`config.mk`:
```
export PLATFORM = sky130hd
export DESIGN_NAME = dma_hs_ctrl
export DESIGN_NICKNAME = d
export VERILOG_FILES = /design/src/rtl/dma_hs_pkg.sv /design/src/rtl/dma_req_sync.sv /design/src/rtl/dma_pick.sv /design/src/rtl/dma_tc_cnt.sv /design/src/rtl/dma_hs_ctrl.sv
export SDC_FILE = /design/constraint.sdc
export NUM_CORES = 1
export LEC_CHECK = 0
export BUFFER_PORTS_ARGS = -buffer_cell sky130_fd_sc_hd__clkbuf_2
export CAP_MARGIN = 20
export CORE_ASPECT_RATIO = 1.5
export CORE_UTILIZATION = 55
export CTS_CLUSTER_DIAMETER = 40
export DETAILED_ROUTE_END_ITERATION = 6
export GPL_ROUTABILITY_DRIVEN = 0
export MAX_ROUTING_LAYER = met4
export PLACE_DENSITY = 0.76
export SLEW_MARGIN = 20
export SYNTH_ARGS = -nofsm -noshare
export SYNTH_HDL_FRONTEND = slang
export SYNTH_SLANG_ARGS = --single-unit
```
`constraint.sdc`:
```
create_clock -name clk -period 2.73 [get_ports clk]
set_input_delay 0.546 -clock clk [delete_from_list [all_inputs] [get_ports clk]]
set_output_delay 0.546 -clock clk [all_outputs]
set_load 0.05 [all_outputs]
```
`src/rtl/dma_hs_pkg.sv`:
```
package dma_hs_pkg;

  // Phase of the terminal-count output
  typedef enum logic [1:0] {
    TC_OFF   = 2'd0,
    TC_HOLD  = 2'd1,   // normal completion: held until address enable ends
    TC_PULSE = 2'd2    // auto-initialize: single cycle
  } tc_phase_e;

endpackage

```
`src/rtl/dma_req_sync.sv`:
```
module dma_req_sync #(
  parameter int NCH     = 8,
  parameter int HOLE    = 4,
  parameter int SYNC_ST = 2
) (
  input  logic           clk,
  input  logic           rst,
  input  logic [NCH-1:0] req_line,
  input  logic           req_act_lo,
  output logic [NCH-1:0] pend
);

  localparam logic [NCH-1:0] HOLE_MASK = NCH'(1) << HOLE;

  logic [NCH-1:0] qual;

  for (genvar i = 0; i < NCH; i++) begin : g_ch
    logic [SYNC_ST-1:0] sh;
    always_ff @(posedge clk) begin
      if (rst) sh <= '0;
      else     sh <= {sh[SYNC_ST-2:0], req_line[i] ^ req_act_lo};
    end
    // active on the two most recent samples
    assign qual[i] = sh[SYNC_ST-1] & sh[SYNC_ST-2];
  end

  assign pend = qual & ~HOLE_MASK;

endmodule

```
`src/rtl/dma_pick.sv`:
```
module dma_pick #(
  parameter int NCH  = 8,
  parameter int CH_W = $clog2(NCH)
) (
  input  logic [NCH-1:0]  pend,
  output logic [NCH-1:0]  oh,
  output logic [CH_W-1:0] idx,
  output logic            any
);

  always_comb begin
    oh  = '0;
    idx = '0;
    any = |pend;
    for (int i = NCH - 1; i >= 0; i--) begin
      if (pend[i]) begin
        oh    = '0;
        oh[i] = 1'b1;
        idx   = CH_W'(i);
      end
    end
  end

endmodule

```
`src/rtl/dma_tc_cnt.sv`:
```
module dma_tc_cnt
  import dma_hs_pkg::*;
#(
  parameter int NCH   = 8,
  parameter int CNT_W = 8,
  parameter int CH_W  = $clog2(NCH)
) (
  input  logic             clk,
  input  logic             rst,
  input  logic             ld,
  input  logic [CH_W-1:0]  ld_ch,
  input  logic [CNT_W-1:0] ld_val,
  input  logic             stb,
  input  logic [CH_W-1:0]  ch,
  input  logic             ai,
  input  logic             aen,
  output logic             tc,
  output logic             tc_hold,
  output logic             tc_pulse
);

  logic [CNT_W-1:0] cur_mem  [NCH];
  logic [CNT_W-1:0] base_mem [NCH];
  tc_phase_e        st;

  logic [CNT_W-1:0] cur_rd;
  logic             expire;

  assign cur_rd = cur_mem[ch];
  assign expire = stb & (cur_rd == '0);

  // count storage, no reset so it maps onto distributed RAM
  always_ff @(posedge clk) begin
    if (stb) begin
      if (expire && ai) cur_mem[ch] <= base_mem[ch];
      else              cur_mem[ch] <= cur_rd - 1'b1;
    end
    if (ld) begin
      cur_mem[ld_ch]  <= ld_val;
      base_mem[ld_ch] <= ld_val;
    end
  end

  always_ff @(posedge clk) begin
    if (rst) begin
      st <= TC_OFF;
    end else begin
      unique case (st)
        TC_HOLD:  if (!aen) st <= TC_OFF;
        default:  st <= expire ? (ai ? TC_PULSE : TC_HOLD) : TC_OFF;
      endcase
    end
  end

  assign tc       = (st != TC_OFF);
  assign tc_hold  = (st == TC_HOLD);
  assign tc_pulse = (st == TC_PULSE);

endmodule

```
`src/rtl/dma_hs_ctrl.sv`:
```
module dma_hs_ctrl
  import dma_hs_pkg::*;
#(
  parameter int NCH     = 8,
  parameter int HOLE    = 4,
  parameter int CNT_W   = 8,
  parameter int SYNC_ST = 2,
  localparam int CH_W   = $clog2(NCH)
) (
  input  logic             clk,
  input  logic             rst,
  input  logic [NCH-1:0]   req_line,
  input  logic             req_act_lo,
  input  logic             ack_act_hi,
  input  logic             aen,
  input  logic             adr_stb,
  input  logic             autoinit,
  input  logic             cnt_wr,
  input  logic [CH_W-1:0]  cnt_ch,
  input  logic [CNT_W-1:0] cnt_val,
  output logic [NCH-1:0]   ack_line,
  output logic             tc
);

  logic [NCH-1:0]  pend;
  logic [NCH-1:0]  pick_oh;
  logic [CH_W-1:0] pick_idx;
  logic            pick_any;

  logic            gnt_vld;
  logic [CH_W-1:0] gnt_ch;
  logic [NCH-1:0]  gnt_oh;

  logic            nxt_vld;
  logic [CH_W-1:0] nxt_ch;
  logic [NCH-1:0]  nxt_oh;

  logic            tc_hold;
  logic            tc_pulse;
  logic            stb;
  logic            rel;
  logic            take;

  dma_req_sync #(.NCH(NCH), .HOLE(HOLE), .SYNC_ST(SYNC_ST)) u_sync (
    .clk        (clk),
    .rst        (rst),
    .req_line   (req_line),
    .req_act_lo (req_act_lo),
    .pend       (pend)
  );

  dma_pick #(.NCH(NCH), .CH_W(CH_W)) u_pick (
    .pend (pend),
    .oh   (pick_oh),
    .idx  (pick_idx),
    .any  (pick_any)
  );

  assign stb = adr_stb & gnt_vld & aen;

  dma_tc_cnt #(.NCH(NCH), .CNT_W(CNT_W), .CH_W(CH_W)) u_cnt (
    .clk      (clk),
    .rst      (rst),
    .ld       (cnt_wr),
    .ld_ch    (cnt_ch),
    .ld_val   (cnt_val),
    .stb      (stb),
    .ch       (gnt_ch),
    .ai       (autoinit),
    .aen      (aen),
    .tc       (tc),
    .tc_hold  (tc_hold),
    .tc_pulse (tc_pulse)
  );

  // grant changes only between transfer cycles
  assign rel  = gnt_vld & ~aen & (~pend[gnt_ch] | tc_hold);
  assign take = ~gnt_vld & ~aen & pick_any;

  always_comb begin
    nxt_vld = gnt_vld;
    nxt_ch  = gnt_ch;
    nxt_oh  = gnt_oh;
    if (take) begin
      nxt_vld = 1'b1;
      nxt_ch  = pick_idx;
      nxt_oh  = pick_oh;
    end else if (rel) begin
      nxt_vld = 1'b0;
      nxt_oh  = '0;
    end
  end

  always_ff @(posedge clk) begin
    if (rst) begin
      gnt_vld  <= 1'b0;
      gnt_ch   <= '0;
      gnt_oh   <= '0;
      ack_line <= '1;
    end else begin
      gnt_vld  <= nxt_vld;
      gnt_ch   <= nxt_ch;
      gnt_oh   <= nxt_oh;
      ack_line <= ack_act_hi ? nxt_oh : ~nxt_oh;
    end
  end

endmodule

```
### Word level (Yosys, flattened, before mapping)

Memory sizes are Yosys's and may differ from the RTL's. A register that Yosys moved wholly into a read port is not among the register bits.
Index checks and enable logic that the tools add are counted.

| storage, ports and cells | value |
|---|---|
| register bits | 36 |
| latch bits | 0 |
| memory bits (writable) | 128 |
| memory bits (read-only) | 0 |
| input bits | 27 |
| memories | 2 |

Memory list:

| memory | depth | bits a word | rd ports | clocked after memory_dff | write ports | line | RTL |
|---|---|---|---|---|---|---|---|
| u_cnt.base_mem | 8 | 8 | 1 | 1 | 1 | dma_tc_cnt.sv:23 | `logic [CNT_W-1:0] base_mem [NCH];` |
| u_cnt.cur_mem | 8 | 8 | 1 | 1 | 2 | dma_tc_cnt.sv:22 | `logic [CNT_W-1:0] cur_mem [NCH];` |

| operators by class | value |
|---|---|
| $add $sub $neg | 1 |
| multipliers | 0 |
| div/mod/pow operators | 0 |
| order comparisons | 1 |
| equal/unequal tests | 2 |
| shift operators | 0 |
| mux-type cells | 38 |
| bitwise operators | 27 |
| reductions and logical operators | 5 |

Operators by type and width:

| kind | count |
|---|---|
| 8-bit two-way mux | 11 |
| 3-bit two-way mux | 11 |
| 1-bit bitwise AND | 14 |
| 1-bit two-way mux | 11 |
| 8-bit logical NOT | 1 |
| 2-bit two-way mux | 4 |
| 8-bit NOT | 1 |
| 8-bit by 1-bit subtractor with 8-bit output, second input constant | 1 |
| 7-bit OR reduction | 1 |
| 1-bit XOR | 7 |
| 3-bit by 4-bit less-than comparator with 1-bit output, second input constant | 1 |
| 2-bit nonzero test | 2 |
| 1-bit binary-select mux with 3-bit select | 1 |
| 1-bit NOT | 3 |
| 2-bit by 1-bit == test with 1-bit output, second input constant | 1 |
| 2-bit inequality test, second input constant | 1 |
| 1-bit bitwise OR | 2 |
| 1-bit logical AND | 1 |

### Logic depth before layout (Yosys ltp)

| logic depth | value |
|---|---|
| depth in word-level cells | 11 |
| mapped depth | 9 |
| mapped depth without buffers | 7 |

### Hierarchy

Synthesis repeated with hierarchy kept, for this count alone.

| second synthesis, totals | value |
|---|---|
| cell total of the unflattened synthesis | 645 |
| area, all modules | 7923.8 um2 |

By module, submodules not included:

| module | instances | cells an instance | area each (um2) | sequential area each (um2) |
|---|---|---|---|---|
| dma_tc_cnt | 1 | 472 | 6144.6 | 3883.7 |
| dma_hs_ctrl | 1 | 103 | 1149.9 | 400.4 |
| dma_req_sync | 1 | 46 | 485.5 | 280.3 |
| dma_pick | 1 | 24 | 143.9 | 0.0 |

### Least setup slack after synthesis

No wires, ideal clock.

| path | value |
|---|---|
| kind | flip-flop to flip-flop |
| start | register with a tool-made name |
| end | memory u_cnt.cur_mem[2][0] (data pin) |
| arrival time | 2606 ps |
| required time | 2456 ps |
| setup slack | -150 ps |
| cell stages (with the launch flop) | 10 |
| path buffers | 2 |
| period minus slack after synthesis | 2880 ps |
| cells stage by stage | dfxtp_1 > buf_4 > buf_6 > mux4_2 > mux2i_1 > ha_1 > o2111ai_1 > o21ai_4 > mux2i_1 > o21ai_1 |

RTL lines:

| what | line |
|---|---|
| end, declared | dma_tc_cnt.sv:22 |

==> qor.csv <==
metric,value,unit
Post-synth top cells,"sky130_fd_sc_hd__edfxtp_1, sky130_fd_sc_hd__nand2_1, sky130_fd_sc_hd__o21ai_0, sky130_fd_sc_hd__dfxtp_1, sky130_fd_sc_hd__mux4_2",
hold-critical path depth,3,
sum of net half-perimeters after detailed placement,10800,um
worst setup slack for register-to-register paths,20,ps
capture point of the worst reg-to-reg path,u_cnt.cur_mem[3][5]$_DFFE_PP_,
maximum vdd drop,0.470,mV
cell with the most instances after synthesis,sky130_fd_sc_hd__edfxtp_1,
aggregate negative setup slack,0,ps
initial antenna violation count,0,
synthesized net count,586,
Global Route Usage Sum,27.8,%
maximum number of pins on one net before global-route repair,30,
number of DRC markers in iteration 0,501,
count of pins on the block boundary,36,
number of fill cells,925,
number of synthesized flops with an enable pin,128,
routed len/inst,21.8,um
DP Cell Count,760,
worst-case clock buffer depth,2,
number of library cell types mapped by synthesis,47,
max capacitance violation total,0,
post-synthesis simple-gate area fraction,10.2,%
vias post-DR,5023,
number of hold buffers added after cts,0,
min cycle time layout,2710,ps
unrepaired setup endpoints after global routing,true,
number of buffers added on ports,34,
adder-cell area share of the yosys netlist,0.170,%
Slew headroom,67.3,%
post-route design area,0.00883,sq mm
minimum setup slack after placement,-69.7,ps
CTS tree,built,
area of the core,0.0130,sq mm
Hold Crit Start,req_line[0],
Layout Skew,9.92,ps
Async SR Flop Fraction,0,%
Cells after Synth,558,
top flip-flop cell by instance count after synthesis,sky130_fd_sc_hd__edfxtp_1,
combined area of all synthesized cells,0.00737,sq mm
area taken by multi-input logic gates,0.00273,sq mm
vias per cell,6.28,
post-route clock period utilization,99.3,%
total clock sinks,167,
worst hold-check path type,in2reg,
P per Cell Area,657,mW/mm^2
count of non-filler cells in the finished layout,800,
Clk Tree Root Cell,sky130_fd_sc_hd__clkbuf_16,
endpoint type of the worst setup path,flop,
ratio of cells with drive above 1 in the final layout,28.2,%
"top cells by area, synth","sky130_fd_sc_hd__edfxtp_1, sky130_fd_sc_hd__dfxtp_1, sky130_fd_sc_hd__mux4_2",
Worst-Skew Late Latency,430,ps
worst setup slack after layout,18.5,ps
"Cell Area, Placed",0.00806,sq mm
drt pass-1 iters,5,
mean instance size in the synthesized netlist,13.2,sq um
number of synthesized register bits,167,
cell depth of the worst flop-to-flop path,7,
number of rows in the core area,51,
sequential element share of the synthesized area,62.7,%
Die Ht,144,um
Congestion Overflow GR,0,
classification of the worst setup path,reg2reg,
worst-case hold path end point,u_sync.g_ch[0].sh[0]$_SDFF_PP0_,
Crit path arrival time,2880,ps
main combinational cell family by area after synthesis,multiplexers,
"Net count, final",656,
count of final max-slew check failures,0,
sequential cell area,0.00463,sq mm
nature of the critical path startpoint,flop,
number of nets with antenna violations after routing,0,
via count of the first global-routing pass,4928,
starting density of the core,56.7,%
post-synthesis compound-gate area fraction,9.67,%
fraction of synthesized area in multiplexers,13.7,%
cell taking the most area after synthesis,sky130_fd_sc_hd__edfxtp_1,
worst endpoint required time,2900,ps
final-layout worst hold slack,354,ps
CTS clock-pin slew for the worst setup and hold paths,60,ps
total clock buffers created by CTS,17,
number of remaining DRC errors,0,
"wirelength, routed",17400,um
Fin. Hold Viols,0,
proportion of netlist area held by the largest area contributor,52.1,%
wire length of the first global-routing pass,26500,um
slew at the pin closest to its max-slew limit,487,ps
Final setup violation count,0,
total inserted antenna cells,0,
CTS HTree Levels,4,
die boundary width,96.5,um
timing-limited maximum frequency,0.369,GHz
"critical path fanouts, max",11,
area delta synth->final,19.7,%
reported leakage power,0.00301,uW
yosys warns,0,
outcome,finished clean,
Synth Area in XOR/XNOR,1.07,%
Total Die Area,0.0139,sq mm
-- through the flow --
step / utilization, % / power, uW
after floorplan: - / 3230
after global placement: 61.9 / 3390
after detailed placement: 61.9 / 3410
after CTS: 67.0 / 5800
after global routing: 67.8 / 5980
final: 67.8 / 5800
-- per-layer routing --
layer | part of all wire [%] | GRT usage [%] | vias to the layer above | wire (um)
li1 | - | - | 2248 | -
met1 | 36 | 31.6 | 2510 | 6300
met2 | 55 | 47.2 | 230 | 9600
met3 | 6.5 | 5.29 | 35 | 1130
met4 | 2.3 | 12.2 | 0 | 405
met5 | 0 | - | - | 0
-- sequential cells by signal, summed over array words and instances (netlist names), named ones only --
register        cells
gnt_vld             1
gnt_ch              3
gnt_oh              8
u_cnt.base_mem     64
u_cnt.cur_mem      64
u_cnt.st            2
u_sync.g_ch.sh     14
ack_line            8
-- what timing repair did --
item                       4_1_cts  5_1_grt
setup endpoints to repair       53       57
gates resized for setup         10       25
buffers inserted                 0        8
pin swaps                        3        7
gates cloned                     0        0
-- worst max-delay path, stage by stage (launching register included) --
cell                      delay (ps)
sky130_fd_sc_hd__dfxtp_2         350
sky130_fd_sc_hd__buf_4           150
sky130_fd_sc_hd__buf_12          150
sky130_fd_sc_hd__mux4_2          560
sky130_fd_sc_hd__mux2_4          310
sky130_fd_sc_hd__or4_4           530
sky130_fd_sc_hd__a21oi_4         270
sky130_fd_sc_hd__o31ai_1         130
-- layout by cell type, fill, tap and decap left out, types with 5 or more instances in the layout --
cell type                   instances
sky130_fd_sc_hd__xnor2_1            9
sky130_fd_sc_hd__nand2b_1           8
sky130_fd_sc_hd__nand3_1           10
sky130_fd_sc_hd__a21oi_1           17
sky130_fd_sc_hd__nor2b_1           19
sky130_fd_sc_hd__mux2_2             6
sky130_fd_sc_hd__mux2i_1           15
sky130_fd_sc_hd__o21ai_1           20
sky130_fd_sc_hd__nor2_1            28
sky130_fd_sc_hd__clkbuf_2          34
sky130_fd_sc_hd__clkbuf_16         21
sky130_fd_sc_hd__mux2i_4            7
sky130_fd_sc_hd__edfxtp_1         128
sky130_fd_sc_hd__mux4_2            31
sky130_fd_sc_hd__inv_1              8
sky130_fd_sc_hd__o21ai_0           32
sky130_fd_sc_hd__buf_12             5
sky130_fd_sc_hd__o31ai_1           19
sky130_fd_sc_hd__dfxtp_1           38
sky130_fd_sc_hd__inv_6              5
sky130_fd_sc_hd__buf_4             45
sky130_fd_sc_hd__nand2_1           76
-- cell type report --
type | count | share of cell area (%)
repair buffers | 86 | 7.19
flip-flops and latches | 167 | 52.4
clock buffers | 22 | 6.00
well taps | 159 | 2.25
multi-input cells | 348 | 31.0
inverters | 8 | 0.340
clock inverters | 10 | 0.851
-- power breakdown --
group          internal (uW)  switching, uW  total, uW
registers               2840           33.1       2870
clock network           1400           1010       2400
logic                    216            311        526
total                   4450           1350       5800
-- worst max-delay path by stage --
stage / slack (ps) / from / to / cells past startpoint
floorplan: -20 / flop / u_cnt.cur_mem[2][1]$_DFFE_PP_ / 9
global placement: 6 / flop / u_cnt.cur_mem[1][3]$_DFFE_PP_ / 9
detailed placement: -70 / flop / u_cnt.cur_mem[7][1]$_DFFE_PP_ / 9
CTS: 9 / flop / u_cnt.cur_mem[0][3]$_DFFE_PP_ / 9
global route: -50 / flop / u_cnt.cur_mem[1][3]$_DFFE_PP_ / 9
finish: 20 / flop / u_cnt.cur_mem[3][5]$_DFFE_PP_ / 7
-- cells by family after synthesis --
group	after synthesis
mux	61
xor+xnor	9
fa+ha+maj	1
simple gates	163
compound gates	114
flops	167
buf+inv	43
(Power assumes the default switching activity.)
